## config.mk

```make
export PLATFORM = sky130hd
export DESIGN_NAME = cart_bank_map
export DESIGN_NICKNAME = d
export VERILOG_FILES = /design/src/rtl/cbm_pkg.sv /design/src/rtl/cbm_decode.sv /design/src/rtl/cbm_regs.sv /design/src/rtl/cbm_map.sv /design/src/rtl/cart_bank_map.sv
export SDC_FILE = /design/constraint.sdc
export NUM_CORES = 1
export LEC_CHECK = 0
export ABC_AREA = 1
export BUFFER_PORTS_ARGS = -buffer_cell sky130_fd_sc_hd__clkbuf_2
export CORE_AREA = 2 2 69 71
export CTS_CLUSTER_SIZE = 25
export DETAILED_ROUTE_END_ITERATION = 10
export DIE_AREA = 0 0 71 73
export GPL_TIMING_DRIVEN = 0
export HOLD_SLACK_MARGIN = 0.03
export PLACE_DENSITY = 0.67
export SLEW_MARGIN = 20
export SYNTH_ARGS = -nofsm -noshare
export SYNTH_HDL_FRONTEND = slang
export SYNTH_SLANG_ARGS = --single-unit
```

## constraint.sdc

```tcl
create_clock -name clk -period 3.1 [get_ports clk]
set_clock_uncertainty 0.2 [all_clocks]
set_input_delay 0.465 -clock clk [delete_from_list [all_inputs] [get_ports clk]]
set_output_delay 0.465 -clock clk [all_outputs]
set_load 0.05 [all_outputs]
```

## src/rtl/cbm_pkg.sv

```systemverilog
`timescale 1ns/1ps
package cbm_pkg;

  localparam int CPU_AW      = 16;
  localparam int LOW_W       = 5;
  localparam int HI_W        = 2;
  localparam int FULL_BANK_W = LOW_W + HI_W;
  localparam int ROM_OFF_W   = 14;
  localparam int RAM_OFF_W   = 13;
  localparam int ROM_FULL_W  = FULL_BANK_W + ROM_OFF_W;
  localparam int RAM_AW      = HI_W + RAM_OFF_W;

  typedef enum logic [1:0] {
    RGN_FIXED  = 2'd0,
    RGN_SWITCH = 2'd1,
    RGN_XRAM   = 2'd2,
    RGN_OTHER  = 2'd3
  } cbm_region_e;

  typedef enum logic [2:0] {
    WSEL_NONE   = 3'd0,
    WSEL_ENABLE = 3'd1,
    WSEL_LOW    = 3'd2,
    WSEL_UPPER  = 3'd3,
    WSEL_MODE   = 3'd4
  } cbm_wsel_e;

  // Top three address bits pick an 8 KiB slice of the bus.
  function automatic cbm_region_e region_of(input logic [2:0] slice);
    case (slice)
      3'b000, 3'b001: region_of = RGN_FIXED;
      3'b010, 3'b011: region_of = RGN_SWITCH;
      3'b101:         region_of = RGN_XRAM;
      default:        region_of = RGN_OTHER;
    endcase
  endfunction

  function automatic cbm_wsel_e wsel_of(input logic [2:0] slice);
    case (slice)
      3'b000:  wsel_of = WSEL_ENABLE;
      3'b001:  wsel_of = WSEL_LOW;
      3'b010:  wsel_of = WSEL_UPPER;
      3'b011:  wsel_of = WSEL_MODE;
      default: wsel_of = WSEL_NONE;
    endcase
  endfunction

  // Zero cannot be selected as a low bank.
  function automatic logic [LOW_W-1:0] fix_low(input logic [LOW_W-1:0] v);
    fix_low = (v == '0) ? LOW_W'(1) : v;
  endfunction

  function automatic logic [FULL_BANK_W-1:0] rom_bank_sel(
      input logic [LOW_W-1:0] low, input logic [HI_W-1:0] upper, input logic mode);
    rom_bank_sel = mode ? {{HI_W{1'b0}}, low} : {upper, low};
  endfunction

  function automatic logic [ROM_FULL_W-1:0] rom_phys(
      input logic switched, input logic [FULL_BANK_W-1:0] bank,
      input logic [ROM_OFF_W-1:0] off);
    rom_phys = switched ? {bank, off} : {{FULL_BANK_W{1'b0}}, off};
  endfunction

  function automatic logic [RAM_AW-1:0] ram_phys(
      input logic [HI_W-1:0] upper, input logic mode, input logic [RAM_OFF_W-1:0] off);
    ram_phys = {(mode ? upper : {HI_W{1'b0}}), off};
  endfunction

endpackage

```

## src/rtl/cbm_decode.sv

```systemverilog
`timescale 1ns/1ps
module cbm_decode
  import cbm_pkg::*;
(
  input  logic [2:0]  addr_slice,
  input  logic        rd,
  input  logic        wr,
  output cbm_region_e region,
  output cbm_wsel_e   wsel,
  output logic        rom_hit,
  output logic        ram_hit
);

  always_comb begin
    region  = region_of(addr_slice);
    wsel    = wr ? wsel_of(addr_slice) : WSEL_NONE;
    rom_hit = rd && ((region == RGN_FIXED) || (region == RGN_SWITCH));
    ram_hit = (rd || wr) && (region == RGN_XRAM);
  end

endmodule

```

## src/rtl/cbm_regs.sv

```systemverilog
`timescale 1ns/1ps
module cbm_regs
  import cbm_pkg::*;
(
  input  logic             clk,
  input  logic             rst_n,
  input  cbm_wsel_e        wsel,
  input  logic [LOW_W-1:0] wdata_low,
  output logic [LOW_W-1:0] low_bank,
  output logic [HI_W-1:0]  hi_field,
  output logic             bank_mode
);

  logic [LOW_W-1:0] low_next;
  logic [HI_W-1:0]  hi_next;
  logic             mode_next;

  always_comb begin
    low_next  = low_bank;
    hi_next   = hi_field;
    mode_next = bank_mode;
    case (wsel)
      WSEL_LOW:   low_next  = fix_low(wdata_low);
      WSEL_UPPER: hi_next   = wdata_low[HI_W-1:0];
      WSEL_MODE:  mode_next = wdata_low[0];
      default:    ;
    endcase
  end

  always_ff @(posedge clk) begin
    if (!rst_n) begin
      low_bank  <= LOW_W'(1);
      hi_field  <= '0;
      bank_mode <= 1'b0;
    end else begin
      low_bank  <= low_next;
      hi_field  <= hi_next;
      bank_mode <= mode_next;
    end
  end

endmodule

```

## src/rtl/cbm_map.sv

```systemverilog
`timescale 1ns/1ps
module cbm_map
  import cbm_pkg::*;
(
  input  cbm_region_e          region,
  input  logic [ROM_OFF_W-1:0] offset,
  input  logic [LOW_W-1:0]     low_bank,
  input  logic [HI_W-1:0]      hi_field,
  input  logic                 bank_mode,
  output logic [ROM_FULL_W-1:0] rom_full,
  output logic [RAM_AW-1:0]    ram_full
);

  logic [FULL_BANK_W-1:0] bank;

  always_comb begin
    bank     = rom_bank_sel(low_bank, hi_field, bank_mode);
    rom_full = rom_phys(region == RGN_SWITCH, bank, offset);
    ram_full = ram_phys(hi_field, bank_mode, offset[RAM_OFF_W-1:0]);
  end

endmodule

```

## src/rtl/cart_bank_map.sv

```systemverilog
`timescale 1ns/1ps
module cart_bank_map
  import cbm_pkg::*;
#(
  parameter int ROM_AW = 21
) (
  input  logic              clk,
  input  logic              rst_n,
  input  logic [15:0]       cpu_addr,
  input  logic [7:0]        cpu_wdata,
  input  logic              cpu_wr,
  input  logic              cpu_rd,
  output logic [ROM_AW-1:0] rom_addr,
  output logic [14:0]       ram_addr,
  output logic              rom_cs,
  output logic              ram_cs
);

  localparam int ROM_KEEP = (ROM_AW < ROM_FULL_W) ? ROM_AW : ROM_FULL_W;

  cbm_region_e            region;
  cbm_wsel_e              wsel;
  logic                   rom_hit;
  logic                   ram_hit;
  logic [LOW_W-1:0]       low_bank;
  logic [HI_W-1:0]        hi_field;
  logic                   bank_mode;
  logic [ROM_FULL_W-1:0]  rom_full;
  logic [RAM_AW-1:0]      ram_full;
  logic [ROM_AW-1:0]      rom_next;
  logic                   unused_wdata;

  assign unused_wdata = ^cpu_wdata[7:LOW_W];

  cbm_decode u_decode (
    .addr_slice (cpu_addr[15:13]),
    .rd         (cpu_rd),
    .wr         (cpu_wr),
    .region     (region),
    .wsel       (wsel),
    .rom_hit    (rom_hit),
    .ram_hit    (ram_hit)
  );

  cbm_regs u_regs (
    .clk       (clk),
    .rst_n     (rst_n),
    .wsel      (wsel),
    .wdata_low (cpu_wdata[LOW_W-1:0]),
    .low_bank  (low_bank),
    .hi_field  (hi_field),
    .bank_mode (bank_mode)
  );

  cbm_map u_map (
    .region    (region),
    .offset    (cpu_addr[ROM_OFF_W-1:0]),
    .low_bank  (low_bank),
    .hi_field  (hi_field),
    .bank_mode (bank_mode),
    .rom_full  (rom_full),
    .ram_full  (ram_full)
  );

  // Fit the full-width ROM address to the port width.
  generate
    if (ROM_AW > ROM_FULL_W) begin : g_rom_pad
      assign rom_next = {{(ROM_AW-ROM_FULL_W){1'b0}}, rom_full};
    end else begin : g_rom_trim
      logic unused_rom_hi;
      assign rom_next      = rom_full[ROM_KEEP-1:0];
      assign unused_rom_hi = ^rom_full;
    end
  endgenerate

  always_ff @(posedge clk) begin
    if (!rst_n) begin
      rom_cs   <= 1'b0;
      ram_cs   <= 1'b0;
      rom_addr <= '0;
      ram_addr <= '0;
    end else begin
      rom_cs <= rom_hit;
      ram_cs <= ram_hit;
      if (rom_hit) rom_addr <= rom_next;
      if (ram_hit) ram_addr <= ram_full;
    end
  end

endmodule

```

==> results of run 1 <==
-- sequential cells by signal, indices dropped and copies added, names as in the netlist --
signal	count
u_regs.low_bank	5
rom_addr	21
u_regs.bank_mode	1
ram_addr	15
u_regs.hi_field	2
ram_cs	1
rom_cs	1
-- routing by layer --
layer	vias to the layer above	share of wire [%]
met5	-	0
met4	0	1.8
met3	5	6.8
met2	51	47
met1	745	44
li1	882	-
-- path summary, 6_finish.rpt --
kind,depth (start not counted),slack (ns),startpoint,to
worst max-delay path,1,1.49,ram_addr[9],ram_addr[9]
worst min-delay path,3,0.19,cpu_addr[8],rom_addr[8]
worst max register to register,4,2.14,u_regs.bank_mode,ram_addr[14]
worst min register to register,2,0.27,u_regs.low_bank[2],rom_addr[16]
-- synth_stat cells, drive strengths merged --
master / number
a21oi: 21
a31oi: 1
nor3: 1
nor2: 55
nand4: 3
dfxtp: 46
buf: 7
clkinv: 1
nand3: 4
o21ai: 18
nand2: 56
clkbuf: 1
inv: 27
-- final cells by class --
type | instances | area share [%]
sequential | 46 | 40.9
inverter | 28 | 4.67
timing repair buffer | 61 | 13.6
buffer | 8 | 2.50
clock buffer | 8 | 4.89
tap | 54 | 3.00
multi-input combinational | 159 | 30.4
-- through the flow --
step           instance area, µm²  hold WS (ns)  utilization, %  instances
2_1_floorplan                1770         0.239               -        241
3_3_place_gp                 2140         0.249            47.2        356
3_5_place_dp                 2140         0.253            47.2        356
4_1_cts                      2250         0.182            49.6        364
5_1_grt                      2250         0.197            49.6        364
6_report                     2250         0.192            49.6        364
-- report_power, final --
part / switching [µW] / internal [µW] / leakage [µW]
Clock: 199 / 225 / 0.0000575
Combinational: 152 / 53.4 / 0.000702
Sequential: 13.3 / 617 / 0.000376
Total: 365 / 895 / 0.00114
-- logic make-up (layout without fill, tap and decap cells) --
kind of cell           count (synthesis)  after routing
AO/OA/AOI/OAI                         40             40
buffers and inverters                 36            105
flip-flops                            46             46
AND/OR/NAND/NOR                      119            119
==> flow_summary_export.csv, run 1 <==
group,metric,value,unit
outcome,outcome,"complete, no violations",
timing,period_needed,1.61,ns
final_layout,fin_nets,337,
logic_synthesis,syn-cell-area,1770,µm²
logic_synthesis,synthesis_warning_total,0,
logic_synthesis,synth.yosys.seq_area_share,52.1,%
floorplanning,die_w,71,µm
cts,clock_latency,0.31,ns
final_layout,final_common_cell,"clkbuf_2",
timing,share_of_the_clock_period_used_by_the_worst_path_after_layout,51.9,%
cts,cts.repair_timing.setup_buffer_count,0,
placement,dp_hpwl,3120,µm
logic_synthesis,avgSynthCellArea,7.33,µm²
final_layout,area_overhead_of_the_layout_relative_to_synthesis,27.3,%
drt,routed_wl,4220,µm
cts,ctsLongestPathBuffers,2,
flow_run,cap_viol_max_count,0,
drt,wl_per_cell,11.6,µm
logic_synthesis,synth.largest_area_cell,"dfxtp_1",
pwr,p_total,1260,µW
floorplanning,num_rows,25,
final_layout,multiInputGateArea,684,µm²
grt,grt_util_met3,5.39,%
logic_synthesis,postSynthNetCount,269,
final_layout,final.fill_count,500,
critical_path,total_buffers_and_inverters_traversed_by_the_critical_path,1,
critical_path,critical_path.slowest_cell,"dfxtp_1",
logic_synthesis,yosysUniqueCellTypes,20,
grt,pin_count_of_the_biggest_net_entering_global_routing,14,
logic_synthesis,synth.area.top_cells,"dfxtp_1 (52%), nand2_1 (12%), nor2_1 (11%)",
floorplanning,floorplan.die_area,5180,µm²
logic_synthesis,complex_gate_fraction_of_the_synthesized_area,11.4,%
logic_synthesis,synthesized_instance_count,241,
logic_synthesis,adder_and_majority_gate_portion_of_the_synthesized_area,0,%
timing,timing_max_transition_violations_final,0,
critical_path,cp_cell_sequence,"clkbuf_2",
critical_path,critical_path_sink_type,"primary output",
hold_path,worst_hold_check_path_type,"input pin to flop",
cts,clock_tree.root_cell,"clkbuf_8",
cts,h-tree-depth,2,
timing,timing.setup.tns,0,ns
logic_synthesis,yosysTopAreaCellShare,52.1,%
logic_synthesis,synth-seq-cells,46,
critical_path,critical-path-top-delay-family,"flip-flops",
drt,drt.antenna.violating_nets,0,
final_layout,register_area,921,µm²
logic_synthesis,synth_top_family_by_area,"simple AND/OR/NAND/NOR gates",
drt,vias_per_cell,4.62,
drt,detail_route.drc_violations,0,
final_layout,antenna_cells_inserted,0,
critical_path,cp.arrival,0.94,ns
placement,numPortBuffers,61,
drt,number_of_optimization_iterations_in_the_first_detailed_route_pass,4,
critical_path,worstSetupPathType,"flop to primary output",
final_layout,layout-drive-gt1-share,26.8,%
cts,path_clk_slew,0.09,ns
cts,numCtsBuffers,5,
critical_path,startpoint_type,"flop",
grt,first_global_vias,1528,
grt,globalRouteMet1Util,19.9,%
timing,relSlewSlack,68.8,%
timing,rsz_0062_raised_after_global_routing,"false",
final_layout,final_cell_mix,"clkbuf_2 (61), nand2_1 (55), nor2_1 (53)",
placement,dp_worst_setup_slack,1.44,ns
cts,cts_num_sinks,46,
grt,grt_antenna_before_repair,0,
floorplanning,fp.dieH,73,µm
critical_path,timing.critical_path.required,2.43,ns
critical_path,slowest_stage_delay_on_critical_path,0.35,ns
cts,tritoncts,"yes",
pwr,cellPowerDensity,560,nW/µm²
pwr,vdd_ir_drop_max,0.000262,V
timing,setup_viol,0,
grt,grt_first_pass_wirelength,6860,µm
floorplanning,design.core.area,4540,µm²
grt,grt_util_met2,29.2,%
cts,holdBufCountCts,0,
critical_path,largest_fanout_on_the_critical_path,2,
timing,final_hold_viol_count,0,
logic_synthesis,multiplexer_fraction_of_the_synthesized_cell_area,0,%
logic_synthesis,yosys.area_share.simple,27.3,%
floorplanning,design.portCount,66,
grt,grt_use_total,17.2,%
grt,grt-busiest-layer,"met2",
drt,number_of_drc_markers_after_the_initial_detailed_route_iteration,88,
cts,postCtsResizedCells,0,
timing,max_freq,0.622,GHz
placement,place_congestion,0.872,
grt,grt_overflow_total,0,
timing,worst_slack,1.49,ns
timing,tightest_slew,0.467,ns
floorplanning,start_util,39.0,%
pwr,p_leak,0.00114,µW
logic_synthesis,xor_xnor_fraction_of_synth_area,0,%
drt,vias,1683,
(Power assumes the default switching activity.)
==> inputs of run 2 (changes only) <==
Clock period 3.1 ns to 1.65 ns, I/O delays scaled along.
==> run 2 against run 1 <==
Against the previous run: global-route usage rose by 0.77 points; combinational power rose by 100%; wire length rose by 3.0%; highest routed layer unchanged.
==> flow_summary_export.csv, run 2 (same netlist as run 1, synthesis figures left out) <==
group,metric,value,unit
critical_path,critical_path.endpoint,"ram_addr[9]",
cts,numCtsBuffers,5,
placement,numPortBuffers,61,
final_layout,layout-drive-gt1-share,25.6,%
grt,pin_count_of_the_biggest_net_entering_global_routing,14,
floorplanning,num_rows,25,
floorplanning,floorplan.die_area,5180,µm²
critical_path,cp_cell_sequence,"clkbuf_2",
timing,timing_max_transition_violations_final,0,
pwr,switching_share,28.7,%
critical_path,worst-r2r-cell-count,4,
critical_path,cp.arrival,0.94,ns
grt,grt_antenna_before_repair,0,
final_layout,final_common_cell,"clkbuf_2",
critical_path,worstSetupPathType,"flop to primary output",
cts,cts.repair_timing.setup_buffer_count,0,
cts,ctsLongestPathBuffers,2,
pwr,power_switching,685,µW
timing,final_hold_viol_count,0,
placement,dp_hpwl,3120,µm
timing,worst_slack,0.258,ns
pwr,power_frac_comb,17.3,%
final_layout,fin_nets,351,
floorplanning,start_util,39.0,%
critical_path,startpoint_type,"flop",
critical_path,crit-reg2reg-launch,"u_regs.bank_mode",
drt,detail_route.drc_violations,0,
final_layout,largest_register,"rom_addr",
placement,place_congestion,0.872,
placement,dp_worst_setup_slack,0.205,ns
grt,grt_use_total,17.9,%
drt,routed_wl,4350,µm
floorplanning,fp.dieH,73,µm
final_layout,final_cell_mix,"clkbuf_2 (61), nand2_1 (55), nor2_1 (53)",
drt,vias_per_cell,4.57,
critical_path,reg2reg_setup_slack,0.70,ns
timing,relSlewSlack,68.3,%
timing,tightest_slew,0.475,ns
critical_path,regToRegEndpoint,"ram_addr[14]",
pwr,cellPowerDensity,999,nW/µm²
pwr,intPower,1700,µW
cts,h-tree-depth,2,
cts,clock_latency,0.31,ns
drt,vias,1728,
timing,max_freq,0.718,GHz
critical_path,critical-path-top-delay-family,"flip-flops",
final_layout,reg.largest.list,"rom_addr: 21 flops, ram_addr: 15 flops, u_regs.low_bank: 5 flops",
drt,highest_routing_layer_actually_used,"met4",
grt,grt_overflow_total,0,
timing,timing.setup.tns,0,ns
drt,met2WireLength,2100,µm
drt,drt.antenna.violating_nets,0,
pwr,seq_power_share,49.6,%
timing,setup_viol,0,
critical_path,worst_setup_path_startpoint,"ram_addr[9]",
pwr,p_leak,0.00119,µW
final_layout,area_overhead_of_the_layout_relative_to_synthesis,35.3,%
floorplanning,design.portCount,66,
placement,placed_cells,356,
critical_path,slowest_stage_delay_on_critical_path,0.35,ns
outcome,outcome,"complete, no violations",
grt,first_global_vias,1645,
final_layout,finalNonFillerCells,378,
critical_path,critical_path.slowest_cell,"dfxtp_1",
final_layout,final.fill_count,480,
floorplanning,design.core.area,4540,µm²
drt,number_of_drc_markers_after_the_initial_detailed_route_iteration,86,
hold_path,worst_hold_check_path_type,"input pin to flop",
cts,cts_num_sinks,46,
flow_run,cap_viol_max_count,0,
pwr,clock_power_share,33.1,%
critical_path,total_buffers_and_inverters_traversed_by_the_critical_path,1,
timing,rsz_0062_raised_after_global_routing,"false",
grt,grt_first_pass_wirelength,7200,µm
floorplanning,die_w,71,µm
cts,tritoncts,"yes",
cts,path_clk_slew,0.08,ns
drt,met1Wirelength,1870,µm
critical_path,largest_fanout_on_the_critical_path,2,
drt,number_of_optimization_iterations_in_the_first_detailed_route_pass,4,
drt,wl_per_cell,11.5,µm
critical_path,timing.critical_path.required,1.20,ns
critical_path,worst-path-stages,1,
final_layout,largest_register_ffs,21,
timing,period_needed,1.39,ns
timing,share_of_the_clock_period_used_by_the_worst_path_after_layout,84.4,%
drt,wl_met3,274,µm
final_layout,antenna_cells_inserted,0,
pwr,vdd_ir_drop_max,0.000493,V
cts,clock_tree.root_cell,"clkbuf_8",
critical_path,critical_path_sink_type,"primary output",
[run 2: changes by cell type in the layout (fill, tap and decap cells not counted), sizes merged]
cell	delta
dlygate4sd3	+14
[run 2: metrics by stage]
step	area (µm²)	util [%]	power, µW	hold WS (ns)
6_report	2390	52.7	2390	0.0366
5_1_grt	2390	52.7	2500	0.0514
4_1_cts	2390	52.7	2420	0.0312
3_5_place_dp	2140	47.2	1600	0.253
3_3_place_gp	2140	47.2	1590	0.249
2_1_floorplan	1770	-	1480	0.195
[run 2: worst reg2reg max path, delay by kind of cell (launching register included)]
kind,cells,cell delay [ns]
AND/OR/NAND/NOR,4,0.29
flip-flops,1,0.41
[run 2: worst min-delay path by stage]
stage                               to                from  slack [ns]  cells past startpoint
floorplan                  rom_addr[0]         cpu_addr[0]        0.20                      2
global placement          rom_addr[17]  u_regs.low_bank[3]        0.25                      2
detailed placement        rom_addr[17]  u_regs.low_bank[3]        0.25                      2
CTS                 u_regs.low_bank[4]        cpu_wdata[4]        0.03                      3
global route        u_regs.low_bank[1]        cpu_wdata[1]        0.05                      3
finish              u_regs.low_bank[4]        cpu_wdata[4]        0.04                      3
[run 2: area by class of cell]
class | instances | area, µm² | share of cell area, %
multi-input cells | 159 | 684 | 28.6
repair buffers | 75 | 445 | 18.6
flip-flops and latches | 46 | 921 | 38.5
inverters | 28 | 105 | 4.40
plain buffers | 8 | 56.3 | 2.36
well taps | 54 | 67.6 | 2.83
clock buffers | 8 | 110 | 4.61
[run 2: metal layers]
metal | vias up | GRT usage (%)
met4 | 0 | 8.39
met2 | 52 | 31.0
met3 | 7 | 5.25
met5 | - | 0
met1 | 759 | 20.4
li1 | 910 | -
[run 2: repair_timing]
action / in CTS / in global routing
resized for setup: 0 / 0
endpoints found under the hold margin: 14 / 0
hold buffers: 14 / 0
endpoints found under the setup margin: 0 / 0
[run 2: power by group through the flow]
stage	Clock (µW)	Combinational, µW	Sequential [µW]
after CTS	822	415	1180
after detailed placement	0	388	1210
after global placement	0	383	1210
after global routing	858	448	1190
after floorplan	0	127	1360
final	791	413	1180
==> inputs of run 3 (changes only) <==
Clock period 1.65 ns to 1.45 ns, I/O delays scaled along.
==> run 3 against run 2 <==
Against the previous run: sequential power rose by 14%; combinational power rose by 15%; via count is 1.5% higher; core utilization is 0.66 points higher; hold slack improved by 0.012 ns; non-clock buffer count grew 3.
==> flow_summary_export.csv, run 3 (same netlist as run 1, synthesis figures left out) <==
group,metric,value,unit
floorplanning,floorplan.die_area,5180,µm²
critical_path,worst-path-stages,1,
final_layout,final_common_cell,"clkbuf_2",
grt,grt_first_pass_wirelength,7290,µm
critical_path,largest_fanout_on_the_critical_path,2,
floorplanning,design.core.area,4540,µm²
floorplanning,start_util,39.0,%
final_layout,reg.largest.list,"rom_addr: 21 flops, ram_addr: 15 flops, u_regs.low_bank: 5 flops",
critical_path,worst-r2r-cell-count,4,
pwr,vdd_ir_drop_max,0.000562,V
pwr,p_leak,0.00121,µW
drt,detail_route.drc_violations,0,
drt,routed_wl,4420,µm
critical_path,slowest_stage_delay_on_critical_path,0.35,ns
cts,h-tree-depth,2,
floorplanning,design.portCount,66,
final_layout,fin_nets,354,
final_layout,largest_register_ffs,21,
timing,setup_viol,0,
grt,grt_use_total,18.2,%
timing,tightest_slew,0.470,ns
cts,ctsLongestPathBuffers,2,
critical_path,critical_path_sink_type,"primary output",
cts,tritoncts,"yes",
timing,timing_max_transition_violations_final,0,
grt,grt_antenna_before_repair,0,
cts,path_clk_slew,0.09,ns
timing,max_freq,0.734,GHz
timing,period_needed,1.36,ns
drt,number_of_drc_markers_after_the_initial_detailed_route_iteration,90,
critical_path,worstSetupPathType,"flop to primary output",
final_layout,final_cell_mix,"clkbuf_2 (61), nand2_1 (55), nor2_1 (53)",
final_layout,fin_util,53.4,%
timing,share_of_the_clock_period_used_by_the_worst_path_after_layout,93.9,%
placement,numPortBuffers,61,
cts,clock_latency,0.31,ns
cts,numCtsBuffers,5,
floorplanning,fp.dieH,73,µm
placement,dp_hpwl,3120,µm
cts,cts_num_sinks,46,
final_layout,final.fill_count,475,
timing,relSlewSlack,68.7,%
timing,worst_slack,0.0879,ns
drt,number_of_optimization_iterations_in_the_first_detailed_route_pass,4,
floorplanning,num_rows,25,
final_layout,layout-drive-gt1-share,25.4,%
critical_path,critical-path-top-delay-family,"flip-flops",
timing,rsz_0062_raised_after_global_routing,"false",
final_layout,antenna_cells_inserted,0,
pwr,cellPowerDensity,1130,nW/µm²
grt,grt_overflow_total,0,
final_layout,area_overhead_of_the_layout_relative_to_synthesis,37.0,%
critical_path,total_buffers_and_inverters_traversed_by_the_critical_path,1,
cts,clock_tree.root_cell,"clkbuf_8",
drt,wl_per_cell,11.6,µm
cts,postCtsResizedCells,0,
outcome,outcome,"complete, no violations",
timing,final_hold_viol_count,0,
final_layout,largest_register,"rom_addr",
placement,dp_worst_setup_slack,0.0352,ns
flow_run,cap_viol_max_count,0,
floorplanning,die_w,71,µm
grt,first_global_vias,1668,
critical_path,cp_cell_sequence,"clkbuf_2",
final_layout,finalInstanceArea,2420,µm²
drt,vias,1754,
placement,place_congestion,0.872,
timing,timing.setup.tns,0,ns
critical_path,startpoint_type,"flop",
drt,vias_per_cell,4.60,
grt,pin_count_of_the_biggest_net_entering_global_routing,14,
hold_path,worst_hold_check_path_type,"input pin to flop",
critical_path,timing.critical_path.required,1.03,ns
hold_path,holdPathStages,3,
cts,cts.repair_timing.setup_buffer_count,0,
drt,drt.antenna.violating_nets,0,
critical_path,cp.arrival,0.94,ns
placement,detailed_place.area,2140,µm²
critical_path,critical_path.slowest_cell,"dfxtp_1",
-- run 3: cell types whose count changed in the layout (fill, tap and decap cells not counted) --
cell / before / now
dlygate4sd3_1: 14 / 17
-- run 3: where the power goes --
part | leakage, µW | internal [µW] | switching, µW
Combinational | 0.000773 | 144 | 333
Sequential | 0.000376 | 1320 | 28.7
Clock | 0.0000575 | 481 | 421
-- run 3: through the flow --
stage,std cells,total power [µW],hold WS (ns)
final,381,2730,0.0487
after global routing,381,2850,0.0560
after CTS,381,2760,0.0346
after detailed placement,356,1820,0.253
after global placement,356,1810,0.249
after floorplan,241,1690,0.165
-- run 3: worst paths after layout --
| path | start | endpoint | slack (ns) |
|---|---|---|---|
| worst max-delay path | ram_addr[9] | ram_addr[9] | 0.09 |
| worst min-delay path | rst_n | rom_addr[6] | 0.05 |
| worst max register to register | u_regs.bank_mode | ram_addr[14] | 0.49 |
| worst min register to register | u_regs.low_bank[2] | rom_addr[16] | 0.27 |
-- run 3: cell type report --
class | instances | area (µm²) | share of cell area, %
Multi-Input combinational cell | 159 | 684 | 28.3
Timing Repair Buffer | 78 | 475 | 19.6
Clock buffer | 8 | 110 | 4.55
Inverter | 28 | 105 | 4.34
Buffer | 8 | 56.3 | 2.33
Tap cell | 54 | 67.6 | 2.79
Sequential cell | 46 | 921 | 38.1
-- run 3: timing repair --
action                     4_1_cts  5_1_grt
hold endpoints to repair        29        0
setup endpoints to repair        0        0
hold buffers                    17        0
-- run 3: per-layer routing --
metal | vias to the layer above | global-route usage [%] | share of wire [%]
met3 | 7 | 5.11 | 5.9
li1 | 918 | - | -
met5 | - | 0 | 0
met2 | 54 | 31.9 | 49
met1 | 775 | 20.5 | 43
met4 | 0 | 8.39 | 2.1
-- run 3: tightest hold or removal path: stages --
cell and delay, ns:
buf_2 0.16, o21ai_0 0.09, a21oi_1 0.04
